`src/rtl/ctl_cursor_pkg.sv`:
```
package ctl_cursor_pkg;

    localparam int unsigned CHAR_W = 7;

    localparam logic [CHAR_W-1:0] CH_NUL = 7'h00;
    localparam logic [CHAR_W-1:0] CH_ETX = 7'h03;
    localparam logic [CHAR_W-1:0] CH_BS  = 7'h08;
    localparam logic [CHAR_W-1:0] CH_HT  = 7'h09;
    localparam logic [CHAR_W-1:0] CH_LF  = 7'h0A;
    localparam logic [CHAR_W-1:0] CH_VT  = 7'h0B;
    localparam logic [CHAR_W-1:0] CH_FF  = 7'h0C;
    localparam logic [CHAR_W-1:0] CH_CR  = 7'h0D;
    localparam logic [CHAR_W-1:0] CH_SI  = 7'h0F;
    localparam logic [CHAR_W-1:0] CH_ESC = 7'h1B;
    localparam logic [CHAR_W-1:0] CH_SP  = 7'h20;
    localparam logic [CHAR_W-1:0] CH_DEL = 7'h7F;

    typedef struct packed {
        logic clrx;
        logic clry;
        logic up;
        logic down;
        logic left;
        logic right;
        logic tsup;
        logic pclr;
        logic erin;
    } cur_cmd_t;

    typedef enum logic { HOLD_IDLE, HOLD_BUSY } hold_state_t;
    typedef enum logic { ESC_CLEAR, ESC_ARMED } esc_state_t;

endpackage

```
`src/rtl/ctl_cursor_decode.sv`:
```
module ctl_cursor_decode
    import ctl_cursor_pkg::*;
#(
    parameter int unsigned COLS  = 80,
    parameter int unsigned COL_W = $clog2(COLS)
) (
    input  logic [CHAR_W-1:0] char_in,
    input  logic              char_vld,
    input  logic              home_key,
    input  logic              reset_key,
    input  logic              dma_active,
    input  logic              direct_mode,
    input  logic              strap_cr_lf,
    input  logic              strap_lf_cr,
    input  logic              strap_ff_noesc,
    input  logic              strap_wrap,
    input  logic              esc_armed,
    input  logic [COL_W-1:0]  col_x,
    output cur_cmd_t          cmd
);

    localparam logic [COL_W-1:0] LAST_COL = COL_W'(COLS - 1);

    logic     is_ctrl;
    logic     is_print;
    logic     at_wrap;
    cur_cmd_t base;

    assign is_ctrl  = (char_in < CH_SP);
    assign is_print = !is_ctrl && (char_in != CH_DEL);
    assign at_wrap  = direct_mode && strap_wrap && (col_x == LAST_COL);

    always_comb begin
        base = '0;
        if (reset_key && is_ctrl) begin
            base.right = 1'b1;
            base.tsup  = (char_in == CH_NUL) || (char_in == CH_ETX);
        end else begin
            unique case (char_in)
                CH_HT:  base.right = 1'b1;
                CH_BS:  base.left  = 1'b1;
                CH_VT:  base.up    = 1'b1;
                CH_LF: begin
                    base.down = 1'b1;
                    base.clrx = strap_lf_cr;
                end
                CH_CR: begin
                    base.clrx = 1'b1;
                    base.down = strap_cr_lf;
                end
                CH_ETX: begin
                    base.tsup  = 1'b1;
                    base.right = 1'b1;
                end
                CH_NUL: base.tsup = 1'b1;
                CH_FF:  base.pclr = esc_armed || strap_ff_noesc;
                CH_SI:  base.erin = esc_armed;
                CH_DEL: base.tsup = !dma_active && !reset_key;
                default: base = '0;
            endcase
        end
    end

    always_comb begin
        cmd = '0;
        if (home_key) begin
            cmd.clrx = 1'b1;
            cmd.clry = 1'b1;
        end else if (char_vld) begin
            cmd = base;
            if (at_wrap && (base.right || is_print)) begin
                cmd.right = 1'b0;
                cmd.clrx  = 1'b1;
                cmd.down  = 1'b1;
            end
        end
    end

endmodule

```
`src/rtl/ctl_cursor_esc.sv`:
```
module ctl_cursor_esc
    import ctl_cursor_pkg::*;
(
    input  logic              clk,
    input  logic              rst_n,
    input  logic              accept,
    input  logic              char_vld,
    input  logic              home_key,
    input  logic [CHAR_W-1:0] char_in,
    output logic              esc_armed
);

    esc_state_t st_q, st_d;

    always_ff @(posedge clk) begin
        if (!rst_n) st_q <= ESC_CLEAR;
        else        st_q <= st_d;
    end

    always_comb begin
        st_d = st_q;
        if (accept && char_vld && !home_key) begin
            unique case (st_q)
                ESC_CLEAR: st_d = (char_in == CH_ESC) ? ESC_ARMED : ESC_CLEAR;
                ESC_ARMED: st_d = (char_in == CH_ESC) ? ESC_ARMED : ESC_CLEAR;
                default:   st_d = ESC_CLEAR;
            endcase
        end
    end

    assign esc_armed = (st_q == ESC_ARMED);

endmodule

```
`src/rtl/ctl_cursor_hold.sv`:
```
module ctl_cursor_hold
    import ctl_cursor_pkg::*;
(
    input  logic     clk,
    input  logic     rst_n,
    input  logic     exec_stb,
    input  logic     step_stb,
    input  cur_cmd_t cmd_in,
    output logic     accept,
    output logic     busy,
    output cur_cmd_t cmd_q
);

    hold_state_t st_q, st_d;

    assign accept = (st_q == HOLD_IDLE) && exec_stb;
    assign busy   = (st_q == HOLD_BUSY);

    always_comb begin
        st_d = st_q;
        unique case (st_q)
            HOLD_IDLE: if (exec_stb) st_d = HOLD_BUSY;
            HOLD_BUSY: if (step_stb) st_d = HOLD_IDLE;
            default:   st_d = HOLD_IDLE;
        endcase
    end

    always_ff @(posedge clk) begin
        if (!rst_n) st_q <= HOLD_IDLE;
        else        st_q <= st_d;
    end

    always_ff @(posedge clk) begin
        if (!rst_n)                           cmd_q <= '0;
        else if (accept)                      cmd_q <= cmd_in;
        else if (st_q == HOLD_BUSY && step_stb) cmd_q <= '0;
    end

endmodule

```
`src/rtl/ctl_cursor_decoder.sv`:
```
module ctl_cursor_decoder
    import ctl_cursor_pkg::*;
#(
    parameter int unsigned COLS  = 80,
    parameter int unsigned COL_W = $clog2(COLS)
) (
    input  logic              clk,
    input  logic              rst_n,
    input  logic              exec_stb,
    input  logic              step_stb,
    input  logic              char_vld,
    input  logic [CHAR_W-1:0] char_in,
    input  logic              home_key,
    input  logic              reset_key,
    input  logic              dma_active,
    input  logic              direct_mode,
    input  logic              strap_cr_lf,
    input  logic              strap_lf_cr,
    input  logic              strap_ff_noesc,
    input  logic              strap_wrap,
    input  logic [COL_W-1:0]  col_x,
    output logic              cmd_clrx,
    output logic              cmd_clry,
    output logic              cmd_up,
    output logic              cmd_down,
    output logic              cmd_left,
    output logic              cmd_right,
    output logic              term_sup,
    output logic              page_clear,
    output logic              erase_input
);

    cur_cmd_t next_cmd;
    cur_cmd_t held_cmd;
    logic     accept;
    logic     hold_busy;
    logic     esc_armed;

    ctl_cursor_decode #(.COLS(COLS), .COL_W(COL_W)) u_decode (
        .char_in        (char_in),
        .char_vld       (char_vld),
        .home_key       (home_key),
        .reset_key      (reset_key),
        .dma_active     (dma_active),
        .direct_mode    (direct_mode),
        .strap_cr_lf    (strap_cr_lf),
        .strap_lf_cr    (strap_lf_cr),
        .strap_ff_noesc (strap_ff_noesc),
        .strap_wrap     (strap_wrap),
        .esc_armed      (esc_armed),
        .col_x          (col_x),
        .cmd            (next_cmd)
    );

    ctl_cursor_esc u_esc (
        .clk       (clk),
        .rst_n     (rst_n),
        .accept    (accept),
        .char_vld  (char_vld),
        .home_key  (home_key),
        .char_in   (char_in),
        .esc_armed (esc_armed)
    );

    ctl_cursor_hold u_hold (
        .clk      (clk),
        .rst_n    (rst_n),
        .exec_stb (exec_stb),
        .step_stb (step_stb),
        .cmd_in   (next_cmd),
        .accept   (accept),
        .busy     (hold_busy),
        .cmd_q    (held_cmd)
    );

    assign cmd_clrx    = held_cmd.clrx;
    assign cmd_clry    = held_cmd.clry;
    assign cmd_up      = held_cmd.up;
    assign cmd_down    = held_cmd.down;
    assign cmd_left    = held_cmd.left;
    assign cmd_right   = held_cmd.right;
    assign term_sup    = held_cmd.tsup;
    assign page_clear  = held_cmd.pclr;
    assign erase_input = held_cmd.erin;

endmodule

```
`config.mk`:
```
export PLATFORM = sky130hd
export DESIGN_NAME = ctl_cursor_decoder
export DESIGN_NICKNAME = d
export VERILOG_FILES = /design/src/rtl/ctl_cursor_pkg.sv /design/src/rtl/ctl_cursor_decode.sv /design/src/rtl/ctl_cursor_esc.sv /design/src/rtl/ctl_cursor_hold.sv /design/src/rtl/ctl_cursor_decoder.sv
export SDC_FILE = /design/constraint.sdc
export NUM_CORES = 1
export LEC_CHECK = 0
export CORE_UTILIZATION = 40
export CTS_CLUSTER_SIZE = 40
export DETAILED_ROUTE_END_ITERATION = 10
export DONT_BUFFER_PORTS = 1
export RECOVER_POWER = 50
export SLEW_MARGIN = 25
export SYNTH_ARGS = -nofsm -noshare
export SYNTH_HDL_FRONTEND = slang
export SYNTH_SLANG_ARGS = --single-unit
```
`constraint.sdc`:
```
create_clock -name clk -period 3.07 [get_ports clk]
set_input_delay 0.307 -clock clk [delete_from_list [all_inputs] [get_ports clk]]
set_output_delay 0.307 -clock clk [all_outputs]
set_load 0.05 [all_outputs]
```
==> results of run 1 <==
## cells by family after synthesis
group	synth area share
compound gates	0.249
xor+xnor	0.0276
buf+inv	0.0434
flops	0.347
mux	0.0158
simple gates	0.318
## layer usage
metal	up-vias	GRT usage	part of all wire
met3	2	0.0478	0.089
li1	288	-	-
met2	30	0.263	0.47
met1	249	0.205	0.43
met5	-	0	0
met4	0	0.0774	0.014
## metrics by stage
stage | total power, mW | setup slack (ns) | hold slack, ns | instance area (µm²) | cells
after CTS | 0.280 | 1.68 | 0.127 | 661 | 91
after detailed placement | 0.182 | 1.68 | 0.415 | 634 | 87
after floorplan | 0.183 | 1.83 | 0.400 | 634 | 74
after global placement | 0.181 | 1.73 | 0.406 | 634 | 87
after global routing | 0.293 | 1.51 | 0.125 | 661 | 91
final | 0.277 | 1.68 | 0.130 | 661 | 91
## cell usage after synthesis
library cell / n
a21boi_0: 1
a21oi_1: 3
a22o_1: 3
a22oi_1: 5
a31o_2: 1
a41oi_1: 1
and2_1: 1
and3_1: 1
and3_2: 1
and3b_2: 1
and4_1: 1
and4bb_2: 1
buf_4: 2
clkbuf_2: 1
dfxtp_1: 11
inv_1: 2
mux2i_1: 1
nand2_1: 7
nand2b_1: 1
nand3_1: 3
nand4_1: 2
nand4b_1: 2
nor2_1: 4
nor2b_1: 2
nor3_1: 1
nor3b_1: 1
nor3b_2: 1
nor4_1: 2
o211ai_1: 1
o21ai_0: 3
o21ai_1: 1
o21ai_2: 1
o31ai_1: 1
o32a_1: 1
or2b_1: 1
xnor2_1: 1
xor2_1: 1
## worst max-delay path, cell delays in order, from the launching register on
cell and delay, ns:
dfxtp_1 0.41, mux2i_1 0.33, and2_1 0.31, nand2_1 0.08, a22oi_1 0.19
## power groups by stage
stage	logic, mW	clock network (mW)	registers [mW]
after floorplan	0.0262	0	0.157
after global placement	0.0241	0	0.157
after detailed placement	0.0245	0	0.158
after CTS	0.0246	0.101	0.154
after global routing	0.0276	0.111	0.155
final	0.0244	0.0986	0.154
## how the worst max path moves through the flow
| stage | startpoint | end | slack, ns | cells after the start |
|---|---|---|---|---|
| global placement | u_hold.busy | u_hold.cmd_q[5] | 1.73 | 4 |
| global route | u_hold.busy | u_hold.cmd_q[5] | 1.51 | 4 |
| floorplan | u_hold.busy | u_hold.cmd_q[5] | 1.83 | 5 |
| CTS | u_hold.busy | u_hold.cmd_q[5] | 1.68 | 4 |
| finish | u_hold.busy | u_hold.cmd_q[5] | 1.68 | 4 |
| detailed placement | u_hold.busy | u_hold.cmd_q[5] | 1.68 | 4 |
## registers in the layout (all words and copies together), names as in the netlist
| name | cells |
|---|---|
| u_hold.busy | 1 |
| u_hold.cmd_q | 9 |
| u_esc.esc_armed | 1 |
## cell type report
class	instances	area [µm²]
tap	16	20.0
fill	156	828
multi-input combinational	58	387
inverter	2	7.51
clock buffer	4	26.3
sequential	11	220
==> out/qor.txt, run 1 <==
PortBufs -> 0
PwrDens -> 419 nW/µm²
Worst Hold Class -> in2reg
Worst R2R Start -> u_hold.busy
final worst-path cycle share -> 0.454
Slew headroom -> 0.635
most frequent cells in the layout -> dfxtp_1, nand2_1, a22oi_1, nor2_1
synth unique cells -> 37
Seq/Total Area, Yosys -> 0.347
Net Count, Synth -> 101
clock sinks -> 11
Mapped Area -> 634 µm²
I/O pin cnt -> 36
Initial Util -> 0.426
Period minus WS final -> 1.39 ns
Die W -> 41.8 µm
clock transition at the registers of the reported paths -> 0.07 ns
crit path max fanout -> 7
Core Region -> 1490 µm²
Die H -> 41.8 µm
Reg2Reg Setup Slack -> 1.68 ns
GPL Wtd Cong -> 0.758
initial antenna violation count -> 0
vias in the first global route -> 556
Int Power -> 0.209 mW
H-tree Lvls -> 1
via count -> 569
RSZ-0062 raised after global routing -> no
Via density -> 6.25
Synthesis Warnings -> 0
Core Util, Final -> 0.444
Psw -> 0.0682 mW
P&R area growth vs syn -> 4.14%
die footprint -> 1750 µm²
drt pass-1 iters -> 4
cell count after synthesis -> 74
cts bufs inserted -> 3
CP endpoint kind -> flip-flop
Gate power share -> 0.088
Synth area leader -> dfxtp_1
synth top area cells -> dfxtp_1, a22oi_1, nand2_1
clock skew -> 0.00436 ns
Lkg Pwr -> 0.221 nW
Worst R2R End -> u_hold.cmd_q[5]
# setup viols final -> 0
layout cells sized above 1 -> 0.107
Clock power frac -> 0.356
synthesized area per cell -> 8.57 µm²
fmax -> 0.717 GHz
Antenna Nets Post-Route -> 0
post-CTS setup buffer count -> 0
fin. max-slew vios -> 0
DR DRC count -> 0
reg2reg path depth -> 4
gr ovfl total -> 0
kind of critical path -> reg2reg
max_cap viols -> 0
antenna cells -> 0
Worst EP arrival -> 1.59 ns
worst-margin pin slew -> 0.546 ns
hold bufs inserted after CTS -> 0
largest net degree at the start of global routing -> 10
Max clock buf depth -> 2
Final Hold Viols -> 0
Nets -> 103
Startpoint Class -> flip-flop
WL final -> 1320 µm
Max IR drop VDD -> 187 µV
row count -> 14
# resized after CTS -> 0
first-pass GRT wire length -> 2250 µm
Switching Fraction -> 0.246
Total GRT Usage -> 0.165
Seq pwr share -> 0.556
status -> finished, final reports clean
final setup TNS -> 0 ns
CTS tree -> built
clock root cell -> clkbuf_4
worst hold stages -> 1
Initial DRC Count -> 9
top cell type's share of synthesized area -> 0.347
commonest non-fill, non-tap cell in the layout -> dfxtp_1
DP HPWL -> 1090 µm
hold_sp -> step_stb
wire length per cell -> 14.5 µm
Critical Path RT -> 3.27 ns
Min-Delay Endpoint -> u_hold.busy
Worst-Skew Late Latency -> 0.27 ns
Yosys reg bits -> 11
Note: power is estimated with default switching activity, not from simulation.
==> inputs of run 2 (changes only) <==
- clock period: 3.07 -> 1.2 ns (I/O delays scaled with it)
==> run 2 against run 1 <==
Compared with the run above: clock power grew 150%; combinational power grew to 4.6 times the previous value; largest cell class unchanged; setup slack got worse by 1.6 ns; global-route usage up 1.4 points; flip-flop and latch count unchanged; clock-buffer cell count did not move; routed wire length rose by 15%.
==> out/qor.txt, run 2 (synthesis results as in run 1) <==
CTS tree -> built
largest reg by FF count -> u_hold.cmd_q
row count -> 14
reg2reg path depth -> 4
initial antenna violation count -> 0
final worst-path cycle share -> 0.966
status -> finished, final reports clean
Max IR drop VDD -> 514 µV
GPL Wtd Cong -> 0.741
cts bufs inserted -> 3
Fillers -> 155
commonest non-fill, non-tap cell in the layout -> dfxtp_1
Seq pwr share -> 0.515
H-tree Lvls -> 1
wire length per cell -> 14.1 µm
max_cap viols -> 0
Antenna Nets Post-Route -> 0
WL final -> 1510 µm
Gate power share -> 0.154
vias in the first global route -> 594
Worst R2R Start -> u_hold.busy
Die W -> 41.8 µm
Slew headroom -> 0.778
Startpoint Class -> flip-flop
PwrDens -> 929 nW/µm²
DP HPWL -> 1220 µm
drt pass-1 iters -> 3
gr ovfl total -> 0
Critical Path RT -> 1.41 ns
clock sinks -> 11
Int Power -> 0.559 mW
RSZ-0062 raised after global routing -> yes
Switching Fraction -> 0.240
kind of critical path -> reg2reg
Lkg Pwr -> 0.316 nW
DR DRC count -> 0
first-pass GRT wire length -> 2460 µm
PortBufs -> 0
layout cells sized above 1 -> 0.297
final setup margin -> 0.0404 ns
antenna cells -> 0
clock skew -> 0.000418 ns
worst-margin pin slew -> 0.330 ns
Worst-Skew Late Latency -> 0.26 ns
P&R area growth vs syn -> 24.9%
Clock power frac -> 0.332
clock transition at the registers of the reported paths -> 0.07 ns
Initial Util -> 0.426
Reg2Reg Setup Slack -> 0.04 ns
die footprint -> 1750 µm²
Worst Hold Class -> in2reg
Total GRT Usage -> 0.180
max reg flops -> 9
CP endpoint kind -> flip-flop
# setup viols final -> 0
Worst EP arrival -> 1.37 ns
pre-CTS WS -> -0.0302 ns
Via density -> 5.92
Tot Pwr -> 0.736 mW
largest net degree at the start of global routing -> 10
Period minus WS final -> 1.16 ns
Min-Delay Endpoint -> u_esc.esc_armed
Max clock buf depth -> 2
most frequent cells in the layout -> dfxtp_1, clkbuf_2, buf_4, nand2_1, a22oi_1
clock root cell -> clkbuf_4
fin. max-slew vios -> 0
Psw -> 0.176 mW
via count -> 633
Worst R2R End -> u_hold.cmd_q[1]
Die H -> 41.8 µm
final setup TNS -> 0 ns
Initial DRC Count -> 9
Nets -> 119
hold_sp -> rst_n
fmax -> 0.862 GHz
Final Hold Viols -> 0
crit path max fanout -> 5
WHS -> 0.0146 ns
I/O pin cnt -> 36
worst hold stages -> 1
Core Region -> 1490 µm²
[run 2: stage by stage]
stage          cells  cell area, µm²   util
6_report         107             792  0.532
3_5_place_dp      99             729  0.490
5_1_grt          107             792  0.532
3_3_place_gp      99             729  0.490
2_1_floorplan     74             639      -
4_1_cts          106             795  0.534
[run 2: worst max-delay path, stage by stage, from the launching register on]
cell and delay, ns:
dfxtp_4 0.36, and4bb_2 0.33, nand2_4 0.08, nor3b_4 0.19, a22o_1 0.15
[run 2: what timing repair did]
| item | 4_1_cts | 5_1_grt |
|---|---|---|
| hold buffers | 2 | 0 |
| endpoints found under the hold margin | 2 | 0 |
| resized for setup | 4 | 5 |
| pin swaps | 3 | 2 |
| buffers inserted | 1 | 1 |
| endpoints found under the setup margin | 5 | 8 |
[run 2: worst max path at each step]
stage	to	slack (ns)	startpoint	cells past startpoint
2_1_floorplan	u_hold.cmd_q[5]	0.02	u_hold.busy	5
3_3_place_gp	u_hold.cmd_q[1]	-0.003	u_hold.busy	4
3_5_place_dp	u_hold.cmd_q[5]	-0.03	u_hold.busy	4
4_1_cts	u_hold.cmd_q[1]	0.0009	u_hold.busy	4
5_1_grt	u_hold.cmd_q[1]	-0.02	u_hold.busy	4
6_report	u_hold.cmd_q[1]	0.04	u_hold.busy	4
[run 2: layer usage]
layer / track usage / wire length, µm / up-vias
met5: 0 / 0 / -
met4: 0.0581 / 13 / 0
met3: 0.0391 / 117 / 2
met2: 0.306 / 750 / 32
met1: 0.224 / 629 / 281
li1: - / - / 318
[run 2: power by group through the flow]
| stage | clock [mW] | combinational, mW | sequential, mW |
|---|---|---|---|
| 6_report | 0.244 | 0.113 | 0.379 |
| 5_1_grt | 0.279 | 0.122 | 0.380 |
| 3_5_place_dp | 0 | 0.0984 | 0.388 |
| 4_1_cts | 0.260 | 0.111 | 0.378 |
| 2_1_floorplan | 0 | 0.0687 | 0.402 |
| 3_3_place_gp | 0 | 0.0967 | 0.387 |
[run 2: layout make-up]
cell class	count	area (µm²)	area share
multi-input cells	58	407	0.513
flip-flops and latches	11	224	0.283
repair buffers	16	108	0.136
clock buffers	4	26.3	0.0332
well taps	16	20.0	0.0253
inverters	2	7.51	0.00948
==> inputs of run 3 (changes only) <==
- CORE_MARGIN: default -> 5
==> run 3 against run 2 <==
Compared with the run above: register-to-register slack got worse by 0.02 ns; final area increased by 1.6%; flip-flop and latch count unchanged; setup slack got worse by 0.024 ns; combinational power increased by 4%; critical path type unchanged.
==> out/qor.txt, run 3 (synthesis results as in run 1) <==
P&R area growth vs syn -> 26.8%
placed cells -> 100
H-tree Lvls -> 1
Via density -> 5.86
antenna cells -> 0
Slew headroom -> 0.756
# setup viols final -> 0
slowest cell delay on critical path -> 0.36 ns
clock transition at the registers of the reported paths -> 0.07 ns
cts bufs inserted -> 3
DP HPWL -> 1330 µm
kind of critical path -> reg2reg
clock sinks -> 11
clock root cell -> clkbuf_4
largest reg by FF count -> u_hold.cmd_q
DP Area -> 737 µm²
wire length per cell -> 15.6 µm
max_cap viols -> 0
clock skew -> 0.00365 ns
largest net degree at the start of global routing -> 10
gr ovfl total -> 0
most frequent cells in the layout -> dfxtp_1, buf_4, clkbuf_2, nand2_1, a22oi_1
Initial Util -> 0.421
Critical Path RT -> 1.36 ns
PortBufs -> 0
Max IR drop VDD -> 352 µV
row count -> 14
Antenna Nets Post-Route -> 0
CP max-delay cell -> dfxtp_4
Die W -> 49.8 µm
Worst Hold Class -> in2reg
commonest non-fill, non-tap cell in the layout -> dfxtp_1
Core Util, Final -> 0.534
via count -> 639
Worst EP arrival -> 1.35 ns
Lkg Pwr -> 0.322 nW
max reg flops -> 9
Tot Pwr -> 0.750 mW
WL final -> 1700 µm
final setup TNS -> 0 ns
RSZ-0062 raised after global routing -> yes
crit path max fanout -> 5
PwrDens -> 933 nW/µm²
Final Hold Viols -> 0
status -> finished, final reports clean
CTS tree -> built
Top delay family on crit path -> flip-flops
first-pass GRT wire length -> 2720 µm
initial antenna violation count -> 0
Nets -> 121
drt pass-1 iters -> 2
worst-margin pin slew -> 0.363 ns
Total GRT Usage -> 0.140
I/O pin cnt -> 36
Worst-Skew Late Latency -> 0.27 ns
cell area after layout -> 805 µm²
Worst Path Buf+Inv -> 1
Die H -> 49.8 µm
Period minus WS final -> 1.18 ns
fin cells -> 109
CP endpoint kind -> flip-flop
GPL Wtd Cong -> 0.689
Core Region -> 1510 µm²
CP Cell Sequence -> mux2i_2 -> and2_1 -> buf_4 -> a22o_1
layout cells sized above 1 -> 0.301
Startpoint Class -> flip-flop
Fillers -> 158
vias in the first global route -> 668
Max clock buf depth -> 2
fmax -> 0.845 GHz
fin. max-slew vios -> 0
Reg2Reg Setup Slack -> 0.02 ns
Initial DRC Count -> 10
die footprint -> 2480 µm²
final worst-path cycle share -> 0.986
DR DRC count -> 0
==> run 3: cell count changes in the layout (fill, tap and decap cells not counted), sizes merged <==
cell and delta:
buf +2
==> run 3: power breakdown <==
part / switching, mW / total (mW) / internal (mW)
clock: 0.127 / 0.256 / 0.129
combinational: 0.0570 / 0.117 / 0.0600
sequential: 0.00593 / 0.378 / 0.372
==> run 3: worst paths after layout <==
| path | from | end | cells past startpoint |
|---|---|---|---|
| max | u_hold.busy | u_hold.cmd_q[4] | 4 |
| min | char_in[2] | u_hold.cmd_q[0] | 2 |
| max reg2reg | u_hold.busy | u_hold.cmd_q[4] | 4 |
| min reg2reg | u_hold.cmd_q[6] | u_hold.cmd_q[6] | 2 |
==> run 3: stage by stage <==
| stage | setup WS, ns | hold slack [ns] |
|---|---|---|
| CTS | 0.00105 | 0.00626 |
| global placement | 0.0568 | 0.214 |
| finish | 0.0164 | 0.0141 |
| detailed placement | -0.00532 | 0.215 |
| floorplan | 0.0209 | 0.206 |
| global route | -0.0382 | 0.0345 |
==> run 3: per-layer routing <==
layer / vias up / track usage / part of all wire
met5: - / 0 / 0
met4: 0 / 0.0917 / 0.012
met3: 2 / 0.0422 / 0.066
met2: 27 / 0.216 / 0.48
met1: 289 / 0.164 / 0.44
li1: 321 / - / -
==> run 3: repair_timing <==
action,4_1_cts,5_1_grt
setup endpoints to repair,2,5
endpoints found under the hold margin,3,0
pin swaps,2,8
gates cloned,0,0
hold buffers,2,0
resized for setup,1,6
buffers inserted,0,3
==> run 3: layout make-up <==
class                   instances  area [µm²]  area share
repair buffers                 18         123       0.152
clock buffers                   4        26.3      0.0327
inverters                       2        7.51     0.00933
multi-input cells              58         404       0.502
flip-flops and latches         11         224       0.278
well taps                      16        20.0      0.0249
